## config.mk

```make
export PLATFORM = sky130hd
export DESIGN_NAME = seq_divider
export DESIGN_NICKNAME = d
export VERILOG_FILES = /design/src/rtl/div_pkg.sv /design/src/rtl/div_sign_prep.sv /design/src/rtl/div_restore_core.sv /design/src/rtl/div_sign_fix.sv /design/src/rtl/seq_divider.sv
export SDC_FILE = /design/constraint.sdc
export NUM_CORES = 1
export LEC_CHECK = 0
export BUFFER_PORTS_ARGS = -buffer_cell sky130_fd_sc_hd__buf_2
export CORE_UTILIZATION = 35
export DETAILED_ROUTE_END_ITERATION = 12
export GPL_TIMING_DRIVEN = 0
export REMOVE_ABC_BUFFERS = 1
export SYNTH_ARGS = -nofsm -noshare
export SYNTH_HDL_FRONTEND = slang
export SYNTH_HIERARCHICAL = 1
export SYNTH_SLANG_ARGS = --single-unit
```

## constraint.sdc

```tcl
create_clock -name clk_i -period 4.2 [get_ports clk_i]
set_clock_uncertainty 0.2 [all_clocks]
set_input_delay 0.84 -clock clk_i [delete_from_list [all_inputs] [get_ports clk_i]]
set_output_delay 0.84 -clock clk_i [all_outputs]
set_load 0.01 [all_outputs]
```

## src/rtl/div_pkg.sv

```systemverilog
package div_pkg;
  typedef struct packed {
    logic neg_quo;   // flip quotient sign
    logic neg_rem;   // flip remainder sign
    logic zero_div;  // divisor was zero
  } div_fix_t;
endpackage

```

## src/rtl/div_sign_prep.sv

```systemverilog
module div_sign_prep
  import div_pkg::*;
#(
  parameter int W = 32
) (
  input  logic [W-1:0] dividend_i,
  input  logic [W-1:0] divisor_i,
  input  logic         signed_i,
  output logic [W-1:0] dvd_mag_o,
  output logic [W-1:0] dvs_mag_o,
  output div_fix_t     fix_o
);
  logic dvd_neg, dvs_neg;

  always_comb begin
    dvd_neg   = signed_i & dividend_i[W-1];
    dvs_neg   = signed_i & divisor_i[W-1];
    dvd_mag_o = dvd_neg ? (~dividend_i + 1'b1) : dividend_i;
    dvs_mag_o = dvs_neg ? (~divisor_i + 1'b1) : divisor_i;
    fix_o.neg_quo  = dvd_neg ^ dvs_neg;
    fix_o.neg_rem  = dvd_neg;
    fix_o.zero_div = (divisor_i == '0);
  end
endmodule

```

## src/rtl/div_restore_core.sv

```systemverilog
module div_restore_core #(
  parameter int W = 32
) (
  input  logic         clk_i,
  input  logic         rst_ni,
  input  logic         load_i,
  input  logic [W-1:0] dvd_mag_i,
  input  logic [W-1:0] dvs_mag_i,
  output logic         busy_o,
  output logic         done_o,
  output logic [W-1:0] quo_mag_o,
  output logic [W-1:0] rem_mag_o
);
  localparam int RW = 2 * W;
  localparam int CW = $clog2(W + 1);
  localparam logic [CW-1:0] LastStep = CW'(W);

  logic [RW-1:0] rem_q, dvs_q;
  logic [W-1:0]  quo_q;
  logic [CW-1:0] step_q;
  logic          busy_q, done_q;
  logic [RW:0]   trial;
  logic          trial_neg;

  // trial subtract; a negative result is discarded (restore)
  always_comb begin
    trial     = {1'b0, rem_q} - {1'b0, dvs_q};
    trial_neg = trial[RW];
  end

  always_ff @(posedge clk_i or negedge rst_ni) begin
    if (!rst_ni) begin
      rem_q  <= '0;
      dvs_q  <= '0;
      quo_q  <= '0;
      step_q <= '0;
      busy_q <= 1'b0;
      done_q <= 1'b0;
    end else if (load_i) begin
      rem_q  <= {{W{1'b0}}, dvd_mag_i};
      dvs_q  <= {dvs_mag_i, {W{1'b0}}};
      quo_q  <= '0;
      step_q <= '0;
      busy_q <= 1'b1;
      done_q <= 1'b0;
    end else if (busy_q) begin
      if (!trial_neg) rem_q <= trial[RW-1:0];
      quo_q <= {quo_q[W-2:0], ~trial_neg};
      dvs_q <= dvs_q >> 1;
      if (step_q == LastStep) begin
        busy_q <= 1'b0;
        done_q <= 1'b1;
      end else begin
        step_q <= step_q + 1'b1;
      end
    end else begin
      done_q <= 1'b0;
    end
  end

  assign busy_o    = busy_q;
  assign done_o    = done_q;
  assign quo_mag_o = quo_q;
  assign rem_mag_o = rem_q[W-1:0];
endmodule

```

## src/rtl/div_sign_fix.sv

```systemverilog
module div_sign_fix
  import div_pkg::*;
#(
  parameter int W = 32
) (
  input  logic [W-1:0] quo_mag_i,
  input  logic [W-1:0] rem_mag_i,
  input  div_fix_t     fix_i,
  output logic [W-1:0] quotient_o,
  output logic [W-1:0] remainder_o
);
  always_comb begin
    if (fix_i.zero_div)     quotient_o = '1;
    else if (fix_i.neg_quo) quotient_o = ~quo_mag_i + 1'b1;
    else                    quotient_o = quo_mag_i;
    remainder_o = fix_i.neg_rem ? (~rem_mag_i + 1'b1) : rem_mag_i;
  end
endmodule

```

## src/rtl/seq_divider.sv

```systemverilog
module seq_divider
  import div_pkg::*;
#(
  parameter int W = 32
) (
  input  logic         clk_i,
  input  logic         rst_ni,
  input  logic         start_i,
  input  logic [W-1:0] dividend_i,
  input  logic [W-1:0] divisor_i,
  input  logic         signed_i,
  output logic         busy_o,
  output logic         done_o,
  output logic [W-1:0] quotient_o,
  output logic [W-1:0] remainder_o
);
  logic [W-1:0] dvd_mag, dvs_mag, quo_mag, rem_mag;
  div_fix_t     fix_in, fix_q;
  logic         accept, core_busy;

  assign accept = start_i & ~core_busy;

  div_sign_prep #(.W(W)) u_prep (
    .dividend_i(dividend_i),
    .divisor_i (divisor_i),
    .signed_i  (signed_i),
    .dvd_mag_o (dvd_mag),
    .dvs_mag_o (dvs_mag),
    .fix_o     (fix_in)
  );

  always_ff @(posedge clk_i or negedge rst_ni) begin
    if (!rst_ni)     fix_q <= '0;
    else if (accept) fix_q <= fix_in;
  end

  div_restore_core #(.W(W)) u_core (
    .clk_i    (clk_i),
    .rst_ni   (rst_ni),
    .load_i   (accept),
    .dvd_mag_i(dvd_mag),
    .dvs_mag_i(dvs_mag),
    .busy_o   (core_busy),
    .done_o   (done_o),
    .quo_mag_o(quo_mag),
    .rem_mag_o(rem_mag)
  );

  div_sign_fix #(.W(W)) u_fix (
    .quo_mag_i  (quo_mag),
    .rem_mag_i  (rem_mag),
    .fix_i      (fix_q),
    .quotient_o (quotient_o),
    .remainder_o(remainder_o)
  );

  assign busy_o = core_busy;
endmodule

```

==> results.txt, run 1 <==
- Run status: finished, final reports clean
- Post-layout minimum cycle time: roughly 4.0 ns
- After the flow finishes, the layout carries non-filler instances totaling between 2000 and 2500.
- The critical path is of the reg2reg type.
* Routed wire per std cell: ~17 um
* Largest net degree at the start of global routing: 93
* Power dissipated by switching net loads: 8290 uW
* Worst Setup Start Kind: register
- The analysis attributes to cell leakage a power of between 0.007 and 0.008 uW.
- Ports placed on the boundary: 134
* Count of pins over their slew limit: 0
- Critical path required time: 4.33 ns
- Part of the power in registers: roughly a fifth
* Initial cell density of the core: a little over a third
- Worst flop-to-flop path endpoint: u_core/rem_q[18]
- Setup violations remaining at the end of the flow were counted as 0.
- Detailed-route vias per instance: approximately 5.6
- At the worst endpoint, the arrival time is just over 4 ns.
- Once placement completed, the tool counted placed cells totaling 2400.
- Port bufs: 133
- Clock network fraction of design power: between 10% and 20%
- Violation count after the first detailed-routing iteration: around 980
- Number of hold violations in the final report: 0
- Antenna Violating Nets Remaining: 0
* Internal power consumption: 8130 uW
- The library cells used most frequently in the layout, excluding fill and tap cells, are 204 x sky130_fd_sc_hd__nand2_1, 178 x sky130_fd_sc_hd__nor2_1, 169 x sky130_fd_sc_hd__dfrtp_1.
- CTS tree: done
* Combined area of all synthesized cells: ~0.015 sq mm
- Power share of the combinational group: between 60 and 70%
* Horiz. Die Dim: 208 um
- Root cell of the clock tree: sky130_fd_sc_hd__clkbuf_16
- Half-perimeter wire length after placement: between 30000 and 40000 um
- Overall power consumption after layout is estimated at roughly 16000 uW.
* Antenna violations before repair: 0
* Setup slack, reg-to-reg: 0.19 ns
- Synthesized flop and latch total: roughly 170
- TritonCTS Buffers: 17
* Detailed-route via count: 13531
- The startpoint identified for the worst register-to-register timing path is u_core/rem_q[5].
* CTS Hold Buffers Added: 0
* RSZ-0062 raised after global routing: false
- Height of the chip: roughly 210 um
* Number of distinct library cell variants in the gate-level netlist after synthesis: 81
- Pre-Repair DR Iteration Count: 5
- Source-to-sink clock delay at the later pin of the worst-skew pair: about 0.45 ns
* Commonest non-fill, non-tap cell in the layout: sky130_fd_sc_hd__nand2_1
* Final design area excluding fillers: about 0.017 sq mm
- Longest Clk Path Bufs: 2
- Sinks on Clock Net: approximately 170
- On the final layout, the worst hold slack is ~0.15 ns.
* Class of the worst hold path: in2async
- Derived from the worst setup path, the maximum achievable clock frequency is around 0.25 GHz.
* Worst-path maximum fanout: 40
* Number of cells produced by synthesis: 1849
* Area after detailed placement: approximately 0.016 sq mm
- Floorplan die area: about 0.043 sq mm
- For this run, the total global-route usage over all layers was measured as a little under a fifth.
- CTS built an H-tree with a depth of 4.
- Antenna Cells: 0
- Summed over all layers, the routed wires come to ~40000 um.
- Among all flip-flop cells after synthesis, the most frequent one is sky130_fd_sc_hd__dfrtp_1.
- STA classifies the critical path endpoint as a register.
- Summed over all layers, the global routing overflow is 0.
- In the routed design, unresolved DRC markers number 0.
- Of the synthesized area, sequential elements account for 28.8%.
- Setup slack on the critical path of the routed design comes to about 0.19 ns.
- After clock tree synthesis, the clock-pin slew on the worst setup and hold paths is around 0.070 ns.
* Routability Congestion: about 0.89
- At the pin with the least slew margin, the transition time is between 1 and 1.5 ns.
- Global-route wire length before repair: about 66000 um
* Layout cell share with drive strength beyond 1: about 12%
- Worst Reg2Reg Path Length in Cells: 10
- Prior to clock tree synthesis, the placed netlist has a worst setup slack of -0.212 ns.
- Proportion of synthesized flip-flops having asynchronous set or reset: 100%
* Power density of the placed cells: a little under 1000 mW/mm^2
- Sw frac: about half
- The final layout contains 2023 nets.
* Max capacitance violation total: 0
* Syn Area/Cell: 8.05 sq um
* Count of warnings emitted by yosys: 6
* Number of enable flip-flop cells after synthesis: 0
- The region available for standard cell placement spans about 0.042 sq mm.
- The worst-case IR drop observed on VDD is 0.000328 V.
- Area Overhead vs Synth: 10.9%
- Worst-case headroom to the max-slew limit: approximately a fifth
- Via count of the first global-routing pass: roughly 13000
- Post-route fraction of the period consumed by the critical path: a little over nine tenths
- The floorplan has between 70 and 80 rows.
worst max-delay path, cell delays in order, from the launching register on:
cell and delay [ns]:
sky130_fd_sc_hd__dfrtp_1 0.50, sky130_fd_sc_hd__ha_1 0.46, sky130_fd_sc_hd__a21oi_1 0.23, sky130_fd_sc_hd__o21ai_1 0.12, sky130_fd_sc_hd__a211oi_2 0.57, sky130_fd_sc_hd__a211oi_4 0.18
sky130_fd_sc_hd__o311a_4 0.44, sky130_fd_sc_hd__o21ai_4 0.31, sky130_fd_sc_hd__buf_12 0.25, sky130_fd_sc_hd__mux2_2 0.35, sky130_fd_sc_hd__mux2_2 0.26
metrics by stage:
step	TNS, ns	utilization (%)
floorplan	-373.60	-
global placement	-1084.43	37.0
detailed placement	-3.03	37.7
CTS	0	39.2
global route	0	39.4
finish	0	39.4
final cells by class:
type / count / area [sq um]
multi-input combinational: 1442 / 9610
clock buffer: 22 / 454
fill: 4348 / 25400
clock inverter: 10 / 143
tap: 539 / 674
sequential: 171 / 4280
inverter: 104 / 390
timing repair buffer: 148 / 956
registers in the layout (all words and copies together), names as in the netlist:
name              cells
u_core/rem_q         64
u_core/done_o         1
u_core/busy_o         1
u_core/dvs_q         64
u_core/quo_mag_o     32
fix_q                 3
u_core/step_q         6
worst max path at each step:
| stage | startpoint | endpoint | slack [ns] | cells after the start |
|---|---|---|---|---|
| after floorplan | u_core/busy_o | u_core/rem_q[59] | -3.23 | 3 |
| after global placement | u_core/busy_o | u_core/rem_q[57] | -7.53 | 4 |
| after detailed placement | u_core/rem_q[5] | u_core/rem_q[57] | -0.21 | 11 |
| after CTS | u_core/rem_q[1] | remainder_o[22] | 0.08 | 7 |
| after global routing | u_core/rem_q[0] | u_core/rem_q[54] | 0.01 | 12 |
| final | u_core/rem_q[5] | u_core/rem_q[18] | 0.19 | 10 |
power groups by stage:
stage                     clock, uW  combinational, uW  sequential [uW]
final                          1650              11400             3410
after global routing           1760              12600             3550
after CTS                      1710              11200             3400
after detailed placement          0              11100             3420
after global placement            0              10900             3490
after floorplan                   0               8270             3200
synth_stat cells, drive strengths merged, types with 6 or more instances:
master  instances  area share (%)
a21o           22             1.1
a211oi         14            0.81
o21bai         18            0.91
o21a            7            0.35
nor4           26             1.3
a31oi          17            0.71
xor2           48             2.8
mux2            9            0.76
nor3           31             1.1
nand2         205             5.2
clkbuf         60             1.5
o21ai         151             5.2
o31ai          43             2.3
inv           103             2.6
nor2b          22            0.98
and2            6            0.25
dfrtp         171              29
mux2i         112             7.5
o41ai          24             1.6
nor2          178             4.5
buf            72             3.1
a21oi         122             4.1
and3            8            0.34
o211ai         13            0.66
nand4          31             1.3
ha             70             5.9
or4            17            0.91
xnor2         105             6.2
nand2b         13            0.55
or3            21            0.88
nand3          21            0.71
or2            14            0.59
o221ai         20             1.2
what timing repair did:
| item | in CTS | in global routing |
|---|---|---|
| pin swaps | 1 | 0 |
| endpoints found under the setup margin | 32 | 17 |
| gates resized for setup | 1 | 8 |
| buffers inserted | 3 | 1 |
layer usage:
metal | vias up | GRT usage [%] | wire length, um
li1 | 6621 | - | -
met2 | 307 | 30.7 | 19200
met5 | - | 0 | 0
met3 | 43 | 2.42 | 1560
met1 | 6560 | 25.5 | 19200
met4 | 0 | 6.13 | 826
logic make-up after synthesis:
logic type	after synthesis	synth area share (%)
adders and majority gates	71	6.02
DFF	171	28.8
AOI/OAI and AO/OA	481	20.8
buffers and inverters	236	7.20
and+or+nand+nor	616	19.9
xor gates and xnor gates	153	9.01
muxes	121	8.29
Note: power is estimated with default switching activity, not from simulation.
==> run 2, diff against run 1 <==
Settings changed: CORE_UTILIZATION 35 to 60, PLACE_DENSITY set to 0.8.
==> results.txt, run 2 (synthesis gave the netlist of run 1 again) <==
* Smallest hold slack: ~0.12 ns
* Worst-case headroom to the max-slew limit: between 10% and 20%
- Clock latency on the worst-skew pair, taken at its later pin, is 0.44 ns.
* Setup slack, reg-to-reg: around 0.23 ns
- The die covers between 0.02 and 0.03 sq mm.
* Crit path top cell by count: sky130_fd_sc_hd__a211oi_2
- The initial antenna violation count came to 0.
- Routed WL: approximately 38000 um
* Arrival time at the worst endpoint: a little over 4 ns
- Detailed-route DRC error count: 0
* Port bufs: between 100 and 150
* Length of routed met2 wiring: ~18000 um
- Met1 layer wirelength in the final routing: 16800 um
* Via count of the first global-routing pass: approximately 13000
- Horiz. Die Dim: around 160 um
- Max layer used: met4
- CTS tree: done
* Layout cell share with drive strength beyond 1: between 10% and 20%
- Crit-path cells: inv_1 > ha_1 > fa_1 > nand2b_1 > a2111oi_2 > a211oi_2 > a211oi_2 > o311a_1 > o21ai_4 > buf_4 > nor2b_4 > buf_12 > a211o_1
* RSZ-0062 raised after global routing: false
- Standard cell with the maximum stage delay on the critical path: sky130_fd_sc_hd__dfrtp_1
- Pre-Repair DR Iteration Count: 5
- Cells fill 66.5% of the core in the end.
- The detail route stage leaves a number of antenna-violating nets equal to 0.
- Along the worst path, the maximum fanout reaches 14.
- The final layout contains 2023 nets.
- The first global-routing pass estimated between 60000 and 70000 um of wire.
* CORE AREA: ~0.024 sq mm
* Post-layout minimum cycle time: approximately 4.0 ns
* Worst-margin pin slew: 1.23 ns
- Largest net degree at the start of global routing: 110
* Peak per-stage delay on the critical path: ~0.45 ns
* Violation count after the first detailed-routing iteration: about 1100
* Sinks on Clock Net: 171
- Clock tree synthesis inserted a total of 17 buffers.
- The total overflow left after global routing is 0.
- Once the floorplan was initialized, standard cells occupied ~61% of the core.
- Setup violations remaining at the end of the flow were counted as 0.
* Number of fillers in the final layout: about 2100
* Detailed-route vias per instance: about 6.2
* Worst Setup Path Type: reg2reg
- Leaving out fill and tap cells, the most frequent cell in the layout is sky130_fd_sc_hd__nand2_1.
- For this design the top-level I/O count stands at between 100 and 150.
* Routability Congestion: a little under 1
- Dividing the detail-routed wire length by the instance count gives approximately 17 um.
- Combined global-route utilization of all metal layers: 29.1%
- Height of the chip: 159 um
- Detailed-route via count: approximately 14000
* Number of hold violations in the final report: 0
* Amount of wire on met3 after detailed routing: around 1800 um
- Half-perimeter wire length after placement: 27700 um
- The area growth from synthesis to layout is 8.71%.
- The top cell types in the final layout, fill and taps aside, are 204 x sky130_fd_sc_hd__nand2_1, 178 x sky130_fd_sc_hd__nor2_1, 170 x sky130_fd_sc_hd__dfrtp_1.
- The flow ran to the end, and the final reports show no timing, DRC or antenna violations.
- Longest Clk Path Bufs: 2
* Root cell of the clock tree: sky130_fd_sc_hd__clkbuf_16
- The final count of pins violating max slew came to 0.
- Registers take between 0.004 and 0.005 sq mm.
- Total number of placement rows: 57
- Critical path required time: roughly 4.3 ns
* Clock transition at the registers of the reported paths: approximately 0.070 ns
- Setup crit end kind: register
- Max capacitance violation total: 0
* Upper clock frequency limit: approximately 0.25 GHz
- The min-delay analysis places its worst path in the category in2async.
* Post-route fraction of the period consumed by the critical path: between 90% and 100%
- Max H-tree Level: 4
- The worst setup path is launched from a register.
- Multi-input gate area: roughly 0.0096 sq mm
* CTS Hold Buffers Added: 0
* Antenna Cells: 0
run 2: cell count changes in the layout (fill, tap and decap cells not counted), sizes merged:
cell,before,now
buf,148,147
clkinv,4,5
clkinvlp,4,1
clkbuf,22,20
bufinv,3,2
inv,103,108
o21ai,151,152
run 2: cell type report:
type	instances	area share [%]
sequential	171	26.5
tap	324	2.51
clock inverter	12	0.835
multi-input combinational	1443	59.2
timing repair buffer	147	5.79
clock buffer	20	2.82
inverter	104	2.41
run 2: what timing repair did:
action | CTS | global route
gates cloned | 0 | 1
gates resized for setup | 1 | 1
endpoints found under the setup margin | 23 | 21
pin swaps | 0 | 1
buffers inserted | 0 | 4
run 2: final timing paths:
path	startpoint	endpoint	depth (start not counted)
min reg2reg	u_core/rem_q[49]	u_core/rem_q[49]	2
min in group clk_i	u_core/rem_q[49]	u_core/rem_q[49]	2
max in group asynchronous	rst_ni	u_core/rem_q[43]	2
max	u_core/rem_q[0]	u_core/rem_q[59]	13
min	rst_ni	u_core/rem_q[1]	1
max reg2reg	u_core/rem_q[0]	u_core/rem_q[59]	13
run 2: per-layer routing:
metal / vias up / track usage [%]
li1: 6637 / -
met5: - / 0
met3: 62 / 3.86
met1: 6589 / 38.6
met2: 397 / 49.2
met4: 0 / 9.09
run 2: critical path: cells and delay by family, from the launching register on:
family                     cells  cell delay, ns
and+or+nand+nor                2            0.35
buffers and inverters          3            0.42
DFF                            1            0.45
AOI/OAI and AO/OA              6            1.79
adders and majority gates      2            0.62
run 2: metrics by stage:
| step | instances | setup TNS [ns] | setup WS [ns] | area (sq um) |
|---|---|---|---|---|
| 2_1_floorplan | 1717 | -373.60 | -3.23 | 14200 |
| 4_1_cts | 2216 | 0 | 0.0255 | 16100 |
| 3_3_place_gp | 2174 | -928.68 | -6.63 | 15300 |
| 3_5_place_dp | 2184 | -2.10 | -0.167 | 15500 |
| 5_1_grt | 2221 | 0 | 0.0165 | 16200 |
| 6_report | 2221 | 0 | 0.229 | 16200 |
Power of run 2 is not shown: default switching activity piles up to over one toggle a cycle in this logic, so the estimate is an artifact.
==> run 3, diff against run 2 <==
Settings changed: RECOVER_POWER set to 50.
==> results.txt, run 3 (synthesis gave the netlist of run 1 again) <==
- Run status: finished with violations
* Violations in the final reports: max-capacitance violations, max-slew violations
* Port bufs: between 100 and 150
- Sinks on Clock Net: 171
* Count of final setup violators: 0
- Standard cell with the maximum stage delay on the critical path: sky130_fd_sc_hd__o311a_1
- In this run the standard cell core region covers about 0.024 sq mm.
- Detailed-route vias per instance: 6.16
- Pre-Repair DR Iteration Count: 6
- Worst Path Buf+Inv: 3
- Worst-margin pin slew: slightly above 3 ns
* Source-to-sink clock delay at the later pin of the worst-skew pair: around 0.43 ns
- Commonest non-fill, non-tap cell in the layout: sky130_fd_sc_hd__nand2_1
- The repair_antennas step left the layout with diodes totalling 0.
- Upper clock frequency limit: roughly 0.25 GHz
- For this run the aggregate overflow at the end of global routing stands at 0.
- The HPWL after detailed placement is approximately 28000 um.
* Area after detailed placement: between 0.015 and 0.02 sq mm
- Among cell families on the critical path, the largest total delay comes from compound AO/OA/AOI/OAI gates.
* Via count of the first global-routing pass: ~13000
- TritonCTS Buffers: 17
- In the final layout, the share of cells above drive strength 1 is between 10% and 20%.
* Worst Setup Start Kind: register
- Count of pins over their slew limit: 63
* Number of hold violations in the final report: 0
* Setup crit end kind: register
- Area Overhead vs Synth: 8.61%
- Multi-input gate area: 0.00956 sq mm
- Max H-tree Level: 4
- Once the floorplan was initialized, standard cells occupied 61.2% of the core.
- Number of nets at the end of the flow: ~2000
* Global-route wire length before repair: 62100 um
- The initial antenna violation count is 0.
* Antenna Violating Nets Remaining: 0
- Entering global routing, the biggest net connects 110 pins.
- CTS tree: done
- The sequential cells in the finished layout cover a total of about 0.0043 sq mm.
- Root cell of the clock tree: sky130_fd_sc_hd__clkbuf_16
* Post-route fraction of the period consumed by the critical path: 94.7%
- Post-layout minimum cycle time: slightly below 4 ns
- At the end of routability-driven placement, the weighted congestion stood at between 0.9 and 1.
- Final design area excluding fillers: 0.0162 sq mm
* Peak per-stage delay on the critical path: approximately 0.46 ns
- Counting the fill cells in the layout gives about 2100.
- For this block, the via count after detailed routing is between 10000 and 15000.
- For the worst setup path, the data required time is 4.31 ns.
* Worst-case headroom to the max-slew limit: -103%
- Data arrives at the worst endpoint at 4.09 ns.
* Horiz. Die Dim: between 150 and 200 um
- RSZ-0062 raised after global routing: false
- Crit-path cells: inv_1 > ha_1 > fa_1 > nand2b_1 > a2111oi_2 > a211oi_2 > a211oi_2 > o311a_1 > o21ai_4 > buf_4 > nor2b_4 > buf_12 > a211o_1
* Floorplan die area: around 0.025 sq mm
- For this run, design rule violations remaining after detail routing come to 0.
- Wires add up to about 37000 um.
- Height of the chip: roughly 160 um
- Max capacitance violation total: 1
- Crit path top cell by count: sky130_fd_sc_hd__a211oi_2
- The min-delay analysis places its worst path in the category reg2reg.
* Worst Setup Path Type: reg2reg
- Total number of placement rows: between 50 and 60
- In the layout the commonest cells are 204 x sky130_fd_sc_hd__nand2_1, 178 x sky130_fd_sc_hd__nor2_1, 170 x sky130_fd_sc_hd__dfrtp_1.
* Ports placed on the boundary: between 100 and 150
* Longest Clk Path Bufs: 2
- After the first detailed-routing iteration, the DRC count stood at 1107.
* Clock transition at the registers of the reported paths: roughly 0.070 ns
- Combined global-route utilization of all metal layers: between 20 and 30%
- In this run the worst path has a maximum fanout of 14.
- After detailed routing, the average wire length per cell comes to roughly 17 um.
-- run 3: cell types whose count changed in the layout (fill, tap and decap cells not counted) --
cell | previous run | this run
sky130_fd_sc_hd__buf_2 | 132 | 130
sky130_fd_sc_hd__buf_8 | 2 | 1
sky130_fd_sc_hd__clkbuf_1 | 1 | 3
sky130_fd_sc_hd__clkdlybuf4s25_1 | 0 | 1
sky130_fd_sc_hd__nor2b_1 | 20 | 21
sky130_fd_sc_hd__nor2b_4 | 2 | 1
-- run 3: area by class of cell --
cell class                      count  share of cell area (%)
Clock buffer                       20                    2.83
Clock inverter                     12                   0.836
Inverter                          104                    2.42
Multi-Input combinational cell   1443                    59.2
Sequential cell                   171                    26.5
Tap cell                          324                    2.51
Timing Repair Buffer              147                    5.74
-- run 3: worst min-delay path, delay by kind of cell, from the launching register on --
kind	cells	cell delay, ns
flip-flops	1	0.35
AO/OA/AOI/OAI	1	0.06
AND/OR/NAND/NOR	1	0.05
-- run 3: stage by stage --
stage	setup WS [ns]	hold slack (ns)	std cells	setup TNS (ns)	util, %
2_1_floorplan	-3.23	0.255	1717	-373.60	-
3_3_place_gp	-6.63	0.272	2174	-928.68	62.8
3_5_place_dp	-0.167	0.281	2184	-2.10	63.8
4_1_cts	0.0255	0.145	2216	0	66.3
5_1_grt	0.0165	0.321	2221	0	66.5
6_report	0.223	0.293	2221	0	66.5
-- run 3: routing by layer --
metal	track usage [%]	part of all wire (%)	routed length, um	up-vias
li1	-	-	-	6643
met1	38.6	45	16800	6592
met2	49.2	49	18300	399
met3	3.86	4.6	1730	57
met4	9.09	2.0	734	0
met5	0	0	0	-
-- run 3: what timing repair did --
action                                  in CTS  in global routing
hold buffers                                 0                  0
hold endpoints to repair                     0                  0
endpoints found under the setup margin      23                 21
pin swaps                                    0                  1
buffers inserted                             0                  4
cloned                                       0                  1
resized for setup                            1                  1
-- run 3: final timing paths --
kind	start	endpoint	slack, ns	depth (start not counted)
setup / recovery	u_core/rem_q[0]	u_core/rem_q[59]	0.22	13
hold / removal	u_core/rem_q[49]	u_core/rem_q[49]	0.29	2
setup reg to reg	u_core/rem_q[0]	u_core/rem_q[59]	0.22	13
hold reg to reg	u_core/rem_q[49]	u_core/rem_q[49]	0.29	2
max in group asynchronous	rst_ni	u_core/dvs_q[39]	0.64	1
min in group asynchronous	rst_ni	u_core/rem_q[0]	1.41	1
Power of run 3 is left out for the same reason.
